===== src/rtl/sio_cfg_regs.sv =====
module sio_cfg_regs #(
  parameter logic [7:0] ENTER_KEY = 8'h55,
  parameter logic [7:0] EXIT_KEY  = 8'hAA
) (
  input  logic       clk,
  input  logic       rst_n,
  input  logic       bus_addr,
  input  logic       wr_en,
  input  logic [7:0] wr_data,
  output logic [7:0] rd_data,
  output logic       cfg_mode,
  output logic [7:0] pp_base,
  output logic [7:0] sp1_base,
  output logic [7:0] sp2_base,
  output logic [3:0] pp_irq,
  output logic [3:0] sp1_irq,
  output logic [3:0] sp2_irq,
  output logic [3:0] pp_dma,
  output logic       pp_active,
  output logic       sp1_active,
  output logic       sp2_active
);

  logic [7:0] idx;
  logic [7:0] r_pwr_pp, r_pwr_sp, r_dma, r_irq_pp, r_irq_sp;
  logic       key_wr, dat_wr;

  assign key_wr = wr_en && !bus_addr;
  assign dat_wr = wr_en && bus_addr && cfg_mode;

  always_ff @(posedge clk) begin
    if (!rst_n) begin
      cfg_mode <= 1'b0;
      idx      <= 8'h00;
    end else if (key_wr) begin
      if (!cfg_mode) begin
        if (wr_data == ENTER_KEY) begin
          cfg_mode <= 1'b1;
          idx      <= 8'h00;
        end
      end else if (wr_data == EXIT_KEY) begin
        cfg_mode <= 1'b0;
      end else begin
        idx <= wr_data;
      end
    end
  end

  always_ff @(posedge clk) begin
    if (!rst_n) begin
      r_pwr_pp <= 8'h00;
      r_pwr_sp <= 8'h00;
      pp_base  <= 8'h00;
      sp1_base <= 8'h00;
      sp2_base <= 8'h00;
      r_dma    <= 8'h00;
      r_irq_pp <= 8'h00;
      r_irq_sp <= 8'h00;
    end else if (dat_wr) begin
      case (idx)
        8'h01: r_pwr_pp <= wr_data;
        8'h02: r_pwr_sp <= wr_data;
        8'h23: pp_base  <= wr_data;
        8'h24: sp1_base <= wr_data;
        8'h25: sp2_base <= wr_data;
        8'h26: r_dma    <= wr_data;
        8'h27: r_irq_pp <= wr_data;
        8'h28: r_irq_sp <= wr_data;
        default: ;
      endcase
    end
  end

  logic [7:0] reg_rd;
  always_comb begin
    case (idx)
      8'h01:   reg_rd = r_pwr_pp;
      8'h02:   reg_rd = r_pwr_sp;
      8'h23:   reg_rd = pp_base;
      8'h24:   reg_rd = sp1_base;
      8'h25:   reg_rd = sp2_base;
      8'h26:   reg_rd = r_dma;
      8'h27:   reg_rd = r_irq_pp;
      8'h28:   reg_rd = r_irq_sp;
      default: reg_rd = 8'h00;
    endcase
  end

  assign rd_data = !cfg_mode ? 8'h00 : (bus_addr ? reg_rd : idx);

  assign pp_dma  = r_dma[3:0];
  assign pp_irq  = r_irq_pp[3:0];
  assign sp1_irq = r_irq_sp[7:4];
  assign sp2_irq = r_irq_sp[3:0];

  always_ff @(posedge clk) begin
    if (!rst_n) begin
      pp_active  <= 1'b0;
      sp1_active <= 1'b0;
      sp2_active <= 1'b0;
    end else begin
      pp_active  <= r_pwr_pp[2] && (pp_base  != 8'h00);
      sp1_active <= r_pwr_sp[3] && (sp1_base != 8'h00);
      sp2_active <= r_pwr_sp[7] && (sp2_base != 8'h00);
    end
  end

  p_enter_key_r1: assert property (@(posedge clk) disable iff (!rst_n)
    (!cfg_mode && key_wr && wr_data == ENTER_KEY) |=> cfg_mode);

  p_exit_key_r3: assert property (@(posedge clk) disable iff (!rst_n)
    (cfg_mode && key_wr && wr_data == EXIT_KEY) |=> !cfg_mode);

  p_locked_hold_r2: assert property (@(posedge clk) disable iff (!rst_n)
    (!cfg_mode && wr_en && bus_addr) |=>
      ($stable(pp_base) && $stable(sp1_base) && $stable(sp2_base) &&
       $stable(pp_dma) && $stable(pp_irq) && $stable(sp1_irq) && $stable(sp2_irq)));

  p_locked_read_r2: assert property (@(posedge clk) disable iff (!rst_n)
    !cfg_mode |-> rd_data == 8'h00);

  p_pp_active_base_r8: assert property (@(posedge clk) disable iff (!rst_n)
    pp_active |-> $past(pp_base) != 8'h00);

  p_sp1_active_base_r8: assert property (@(posedge clk) disable iff (!rst_n)
    sp1_active |-> $past(sp1_base) != 8'h00);

  p_sp2_active_base_r8: assert property (@(posedge clk) disable iff (!rst_n)
    sp2_active |-> $past(sp2_base) != 8'h00);

endmodule


===== config.mk =====
export PLATFORM = sky130hd
export DESIGN_NAME = sio_cfg_regs
export DESIGN_NICKNAME = d
export VERILOG_FILES = /design/src/rtl/sio_cfg_regs.sv
export SDC_FILE = /design/constraint.sdc
export NUM_CORES = 1
export LEC_CHECK = 0
export ABC_CLOCK_PERIOD_IN_PS = 2150
export CELL_PAD_IN_SITES_DETAIL_PLACEMENT = 1
export CELL_PAD_IN_SITES_GLOBAL_PLACEMENT = 1
export CORE_MARGIN = 2
export CORE_UTILIZATION = 42
export DETAILED_ROUTE_END_ITERATION = 8
export GPL_ROUTABILITY_DRIVEN = 0
export PLACE_DENSITY = 0.85
export SKIP_LAST_GASP = 1
export SYNTH_ARGS = -nofsm -noshare
export SYNTH_HDL_FRONTEND = slang
export SYNTH_SLANG_ARGS = --single-unit

===== constraint.sdc =====
create_clock -name clk -period 2.15 [get_ports clk]
set_input_delay 0.215 -clock clk [delete_from_list [all_inputs] [get_ports clk]]
set_output_delay 0.215 -clock clk [all_outputs]
set_load 0.1 [all_outputs]

==> results of run 1 <==
==> cell usage after synthesis (all sizes together) <==
library cell  number  area, um2
dfxtp             76       1521
nor2b             68      425.4
mux2i             67      670.6
buf               29      195.2
and3b             20      175.2
o211ai            18      135.1
clkbuf            16      60.06
nand3             12      60.06
nand2              9      36.29
a22o               8      70.07
mux4               8      180.2
nor4               8      71.32
a22oi              7      52.55
a32o               5      50.05
nand4              5      56.31
a21oi              3      15.01
and3               3      18.77
and4               3      26.28
a21boi             2      15.01
and2               2      12.51
nor2               2      10.01
nor3b              2      20.02
a32oi              1      8.760
and4b              1      10.01
and4bb             1      12.51
nand2b             1      6.260
nand4bb            1      11.26
nor3               1      5.000
nor4b              1      8.760
o21a               1      7.510
o221ai             1      15.01
==> cell usage in the layout (no fill, tap or decap), types with 4 or more instances in the layout <==
cell type / count
a22o_4: 6
a22oi_1: 5
a32o_1: 5
and3b_1: 19
buf_12: 14
buf_4: 75
clkbuf_8: 10
clkdlybuf4s50_1: 10
dfxtp_1: 57
dfxtp_2: 17
mux2i_1: 67
mux4_2: 8
nand2_1: 8
nand3_1: 9
nand4_2: 4
nor2b_1: 67
nor4_1: 6
o211ai_1: 18
==> final cells by class <==
class | instances | area (um2)
flip-flops and latches | 76 | 1550
clock buffers | 10 | 137.6
well taps | 111 | 138.9
clock inverters | 6 | 93.84
fillers | 968 | 3946
multi-input cells | 261 | 2288
repair buffers | 105 | 1041
==> sequential cells by signal (all words and copies together), names as in the netlist, 8 cells and up <==
| name | count |
|---|---|
| pp_base | 8 |
| sp1_base | 8 |
| r_pwr_pp | 8 |
| r_dma | 8 |
| idx | 8 |
| r_irq_sp | 8 |
| r_pwr_sp | 8 |
| r_irq_pp | 8 |
| sp2_base | 8 |
==> per-layer routing <==
metal | global-route usage [%] | part of all wire [%] | vias up
met3 | 4.279 | 5.8 | 45
met2 | 46.36 | 50 | 164
li1 | - | - | 1522
met1 | 33.43 | 40 | 1720
met4 | 9.148 | 3.5 | 0
met5 | 0 | 0 | -
==> through the flow <==
| stage | setup WS, ps | util (%) | std cells |
|---|---|---|---|
| final | -191.9 | 57.09 | 569 |
| after floorplan | -53.57 | - | 382 |
| after global routing | -240.6 | 57.09 | 569 |
| after global placement | 33.79 | 51.92 | 543 |
| after CTS | -163.1 | 56.53 | 568 |
| after detailed placement | -23.35 | 51.92 | 543 |
==> power by group through the flow <==
stage	Clock (mW)	Sequential [mW]	Combinational, mW
final	1.27	1.40	0.113
after global routing	1.34	1.40	0.117
after CTS	1.29	1.40	0.110
after detailed placement	0	1.44	0.109
after global placement	0	1.44	0.108
after floorplan	0	1.44	0.0569
==> repair_timing <==
action,CTS,global route
pin swaps,7,12
cloned,2,0
hold buffers,0,0
setup endpoints to repair,8,8
gates resized for setup,18,9
setup buffers,7,1
==> cells by family after synthesis <==
logic type / synth area share (%)
and+or+nand+nor: 24.38
DFF: 38.40
muxes: 21.47
AOI/OAI and AO/OA: 9.315
buffers and inverters: 6.442
==> path summary, 6_finish.rpt <==
kind / startpoint / to / slack [ps]
worst min-delay path: rst_n / r_irq_sp[0]$_SDFFE_PN0P_ / 330
worst min register to register: r_pwr_sp[3]$_SDFFE_PN0P_ / sp1_active$_SDFF_PN0_ / 480
worst max-delay path: idx[1]$_SDFFE_PN0P_ / rd_data[5] / -190
worst max register to register: idx[1]$_SDFFE_PN0P_ / sp2_base[2]$_SDFFE_PN0P_ / 220
==> summary.txt, run 1 <==
Outcome
  – Status: complete, but fails checks
  – Failing checks: negative setup slack

Power and ir drop
  – P_leak: 2.256 nW
  – Power Dens Cells: 530.7 mW/mm2
  – Combinational Power Share: 4.0%
  – Clock share of power: between 40% and 50%
  – Peak supply drop: 0.3077 mV
  – Total power: 2.786 mW
  – Sw Share: 22.87%
  – Sw Pwr: 0.6370 mW
  – Sequential Power Share: 50.4%
  – Internal power: about 2.1 mW

Setup path
  – Cell mode on critical path: buf_12
  – Top cell family by delay on the critical path: compound AO/OA/AOI/OAI gates
  – Crit-path slowest cell: dfxtp_4
  – CP required: between 1500 and 2000 ps
  – CP max FO: 8
  – CP Data Arrival Time: 2130 ps
  – Crit path kind: reg2out
  – CP Launch Type: register
  – Stages on the worst setup path: 7
  – Cells on worst reg2reg path: 9
  – Endpoint class of the critical path: output pin
  – CP Cell Sequence: buf_12 -> buf_16 -> and2_4 -> o211ai_1 -> nand3_4 -> a22o_4 -> buf_12
  – Buf/Inv on CP: 3
  – Crit-path max cell delay: ~360 ps

Floorplan
  – Core region area: ~0.0092 mm2
  – Die Y: 101.1 um
  – Die Footprint: 0.01023 mm2
  – I/O Pins: 64
  – Die X: 101.1 um
  – Initial core utilization: between 40% and 50%
  – FP Rows: 35

Detailed routing
  – Via density: between 6 and 7
  – WL/cell: ~24 um
  – Via Count: ~3500
  – Antenna Nets Post-Route: 0
  – # DRC: 0
  – DR pass1 iterations: 7
  – DR iter-0 viols: 180
  – Total routed wirelength: 13880 um

Clocking
  – Worst-Skew Late Latency: 370 ps
  – TritonCTS clock tree: yes
  – CTS Root Cell: clkbuf_8
  – TritonCTS Buffers: 9
  – # H-tree levels: 3
  – Clock Sink Count: 76
  – Clk slew on worst S/H paths: roughly 90 ps
  – Deepest clock path buffer count: 2

GRT
  – Gr usage total: 26.61%
  – Total grt overflow: 0
  – Vias in the first global route: 3511
  – First-pass GRT wire length: 20580 um
  – Antenna violations before repair: 0
  – Largest net degree at the start of global routing: 34

Yosys
  – Syn Inst Count: 382
  – Register area share after synthesis: 38.40%
  – Syn Std Cell Area: approximately 0.004 mm2
  – Mapped Nets: 394
  – YS warnings: 0
  – Syn Area/Cell: just over 10 um2
  – Synth cell types: 39
  – Flop and latch count out of synthesis: 76

Final layout
  – Area Growth Syn to Fin: 32.49%
  – Layout Nets: around 470
  – ANT cells: 0
  – Share of cells above drive strength 1: 36.03%
  – Post-route cell area: 0.005250 mm2

Worst hold path
  – Hold depth: 2
  – Worst hold path type: in2reg

STA
  – Final Hold Viols: 0
  – Fin crit period: 2342 ps
  – Slew @ Worst Pin: 665.6 ps
  – Worst setup margin: -191.9 ps
  – Skew final: about 8.7 ps
  – Fmax: 0.4270 GHz
  – Max Slew Vio Count: 0
  – RSZ-0062 raised after global routing: true
  – Tcrit/Tclk final: 108.9%
  – Max_slew headroom: a little under three fifths
  – WHS: 330.9 ps
  – Setup TNS: -1454 ps
  – Final setup fails: 8

Place
  – Post-DP HPWL: 8727 um
  – Area post-placement: 0.004775 mm2
  – Port Buffers: 63

Flow run
  – MaxCap Viol Count: 0
Power figures use the tool's default switching activity.
==> inputs of run 2 (changes only) <==
--- a/config.mk
+++ b/config.mk
@@ -6,6 +6,7 @@
 export NUM_CORES = 1
 export LEC_CHECK = 0
 export ABC_CLOCK_PERIOD_IN_PS = 2150
+export CAP_MARGIN = 5
 export CELL_PAD_IN_SITES_DETAIL_PLACEMENT = 1
 export CELL_PAD_IN_SITES_GLOBAL_PLACEMENT = 1
 export CORE_MARGIN = 2
@@ -13,7 +14,6 @@
 export DETAILED_ROUTE_END_ITERATION = 8
 export GPL_ROUTABILITY_DRIVEN = 0
 export PLACE_DENSITY = 0.85
-export SKIP_LAST_GASP = 1
 export SYNTH_ARGS = -nofsm -noshare
 export SYNTH_HDL_FRONTEND = slang
 export SYNTH_SLANG_ARGS = --single-unit
==> summary.txt, run 2 (synthesized netlist as in run 1, its figures left out) <==
Outcome
  – Status: complete, but fails checks
  – Failing checks: negative setup slack

Place
  – Pre-CTS setup slack: -23.35 ps
  – Post-DP HPWL: 8727 um
  – Port Buffers: 63

Setup path
  – CP max FO: 8
  – Crit-path slowest cell: dfxtp_4
  – CP Cell Sequence: buf_12 -> buf_16 -> buf_8 -> and3b_1 -> o211ai_1 -> o211ai_1 -> a22o_4 -> buf_12
  – Crit-path max cell delay: 360 ps
  – Crit path kind: reg2out
  – Top cell family by delay on the critical path: compound AO/OA/AOI/OAI gates
  – Stages on the worst setup path: 8
  – Endpoint class of the critical path: output pin
  – CP required: 1930 ps
  – CP Data Arrival Time: approximately 2100 ps
  – Cells on worst reg2reg path: 9
  – CP Launch Type: register
  – Buf/Inv on CP: 4

GRT
  – Vias in the first global route: 3511
  – Gr usage total: 26.61%
  – Antenna violations before repair: 0
  – Largest net degree at the start of global routing: 34
  – First-pass GRT wire length: 20580 um
  – Total grt overflow: 0

Detailed routing
  – DR pass1 iterations: 5
  – Via Count: roughly 3400
  – WL/cell: 23.78 um
  – DR iter-0 viols: 198
  – # DRC: 0
  – Antenna Nets Post-Route: 0
  – Via density: 6.016
  – Total routed wirelength: 13530 um

Power and ir drop
  – Peak supply drop: 0.2897 mV
  – Power Dens Cells: 529.5 mW/mm2
  – Total power: about 2.8 mW
  – P_leak: 2.256 nW

Clocking
  – Clk slew on worst S/H paths: 90 ps
  – Clock Sink Count: 76
  – CTS Root Cell: clkbuf_8
  – Deepest clock path buffer count: 2
  – Hold_buf cts: 0
  – Worst-Skew Late Latency: roughly 360 ps
  – # H-tree levels: 3
  – TritonCTS clock tree: yes
  – TritonCTS Buffers: 9

Floorplan
  – Die X: 101.1 um
  – I/O Pins: 64
  – Core region area: 0.009196 mm2
  – Die Y: 101.1 um
  – FP Rows: 35
  – Die Footprint: about 0.010 mm2
  – Initial core utilization: between 40% and 50%

STA
  – Final setup fails: 8
  – Slew @ Worst Pin: about 670 ps
  – Max Slew Vio Count: 0
  – Skew final: 9.722 ps
  – Fin crit period: 2326 ps
  – Final Hold Viols: 0
  – RSZ-0062 raised after global routing: true
  – WHS: 328.7 ps
  – Worst setup margin: -175.6 ps
  – Fmax: 0.4300 GHz
  – Tcrit/Tclk final: 108.2%
  – Max_slew headroom: a little over half

Final layout
  – Area Growth Syn to Fin: 32.62%
  – Core Util, Final: between 50% and 60%
  – Share of cells above drive strength 1: 36.24%
  – Area of the multi-input gates: 0.002293 mm2
  – Layout Nets: 465
  – ANT cells: 0
  – Register area: 0.001550 mm2
  – Commonest non-fill, non-tap cell in the layout: buf_4
  – Most frequent cells in the layout: 75 x buf_4, 67 x nor2b_1, 67 x mux2i_1, 57 x dfxtp_1, 19 x and3b_1
  – FILL cells: 968

Worst hold path
  – Worst hold path type: in2reg
  – Hold depth: 2

Flow run
  – MaxCap Viol Count: 0
## run 2: cell types whose count changed in the layout (fill, tap and decap cells not counted)
cell     delta
nand3_1     -1
nand3_2     +1
## run 2: worst register-to-register path: cells and delay by family (launching register included)
family | cells | cell delay, ps
buffers and inverters | 5 | 680
flip-flops | 1 | 360
multiplexers | 1 | 250
AND/OR/NAND/NOR | 3 | 520
## run 2: metal layers
layer | global-route usage, % | vias up | part of all wire [%]
li1 | - | 1525 | -
met1 | 33.43 | 1711 | 41
met2 | 46.36 | 155 | 51
met3 | 4.279 | 32 | 5.4
met4 | 9.148 | 0 | 2.3
met5 | 0 | - | 0
## run 2: metrics by stage
step / std cells / setup TNS, ps / cell area [um2]
finish: 569 / -1327 / 5255
CTS: 568 / -1269 / 5199
global placement: 543 / 0 / 4775
detailed placement: 543 / -24.32 / 4775
global route: 569 / -1640 / 5255
floorplan: 382 / -53.57 / 3993
## run 2: area by class of cell
cell class | instances | share of cell area [%]
multi-input combinational | 261 | 43.64
sequential | 76 | 29.50
timing repair buffer | 105 | 19.81
tap | 111 | 2.643
clock buffer | 10 | 2.619
clock inverter | 6 | 1.786
## run 2: timing repair
item / CTS / global route
setup buffers: 7 / 1
cloned: 2 / 0
pin swaps: 7 / 13
endpoints found under the setup margin: 8 / 8
resized for setup: 18 / 10
## run 2: power by group
group	internal (mW)	total (mW)	leakage [nW]	switching (mW)
registers	1.40	1.40	0.622	0.000123
logic	0.0509	0.112	1.52	0.0612
clock network	0.695	1.27	0.113	0.572
## run 2: worst paths after layout
path / from / to / slack, ps
setup / recovery: idx[1]$_SDFFE_PN0P_ / rd_data[3] / -180
hold / removal: rst_n / r_irq_sp[0]$_SDFFE_PN0P_ / 330
setup reg to reg: idx[1]$_SDFFE_PN0P_ / sp2_base[2]$_SDFFE_PN0P_ / 240
hold reg to reg: r_pwr_sp[3]$_SDFFE_PN0P_ / sp1_active$_SDFF_PN0_ / 490
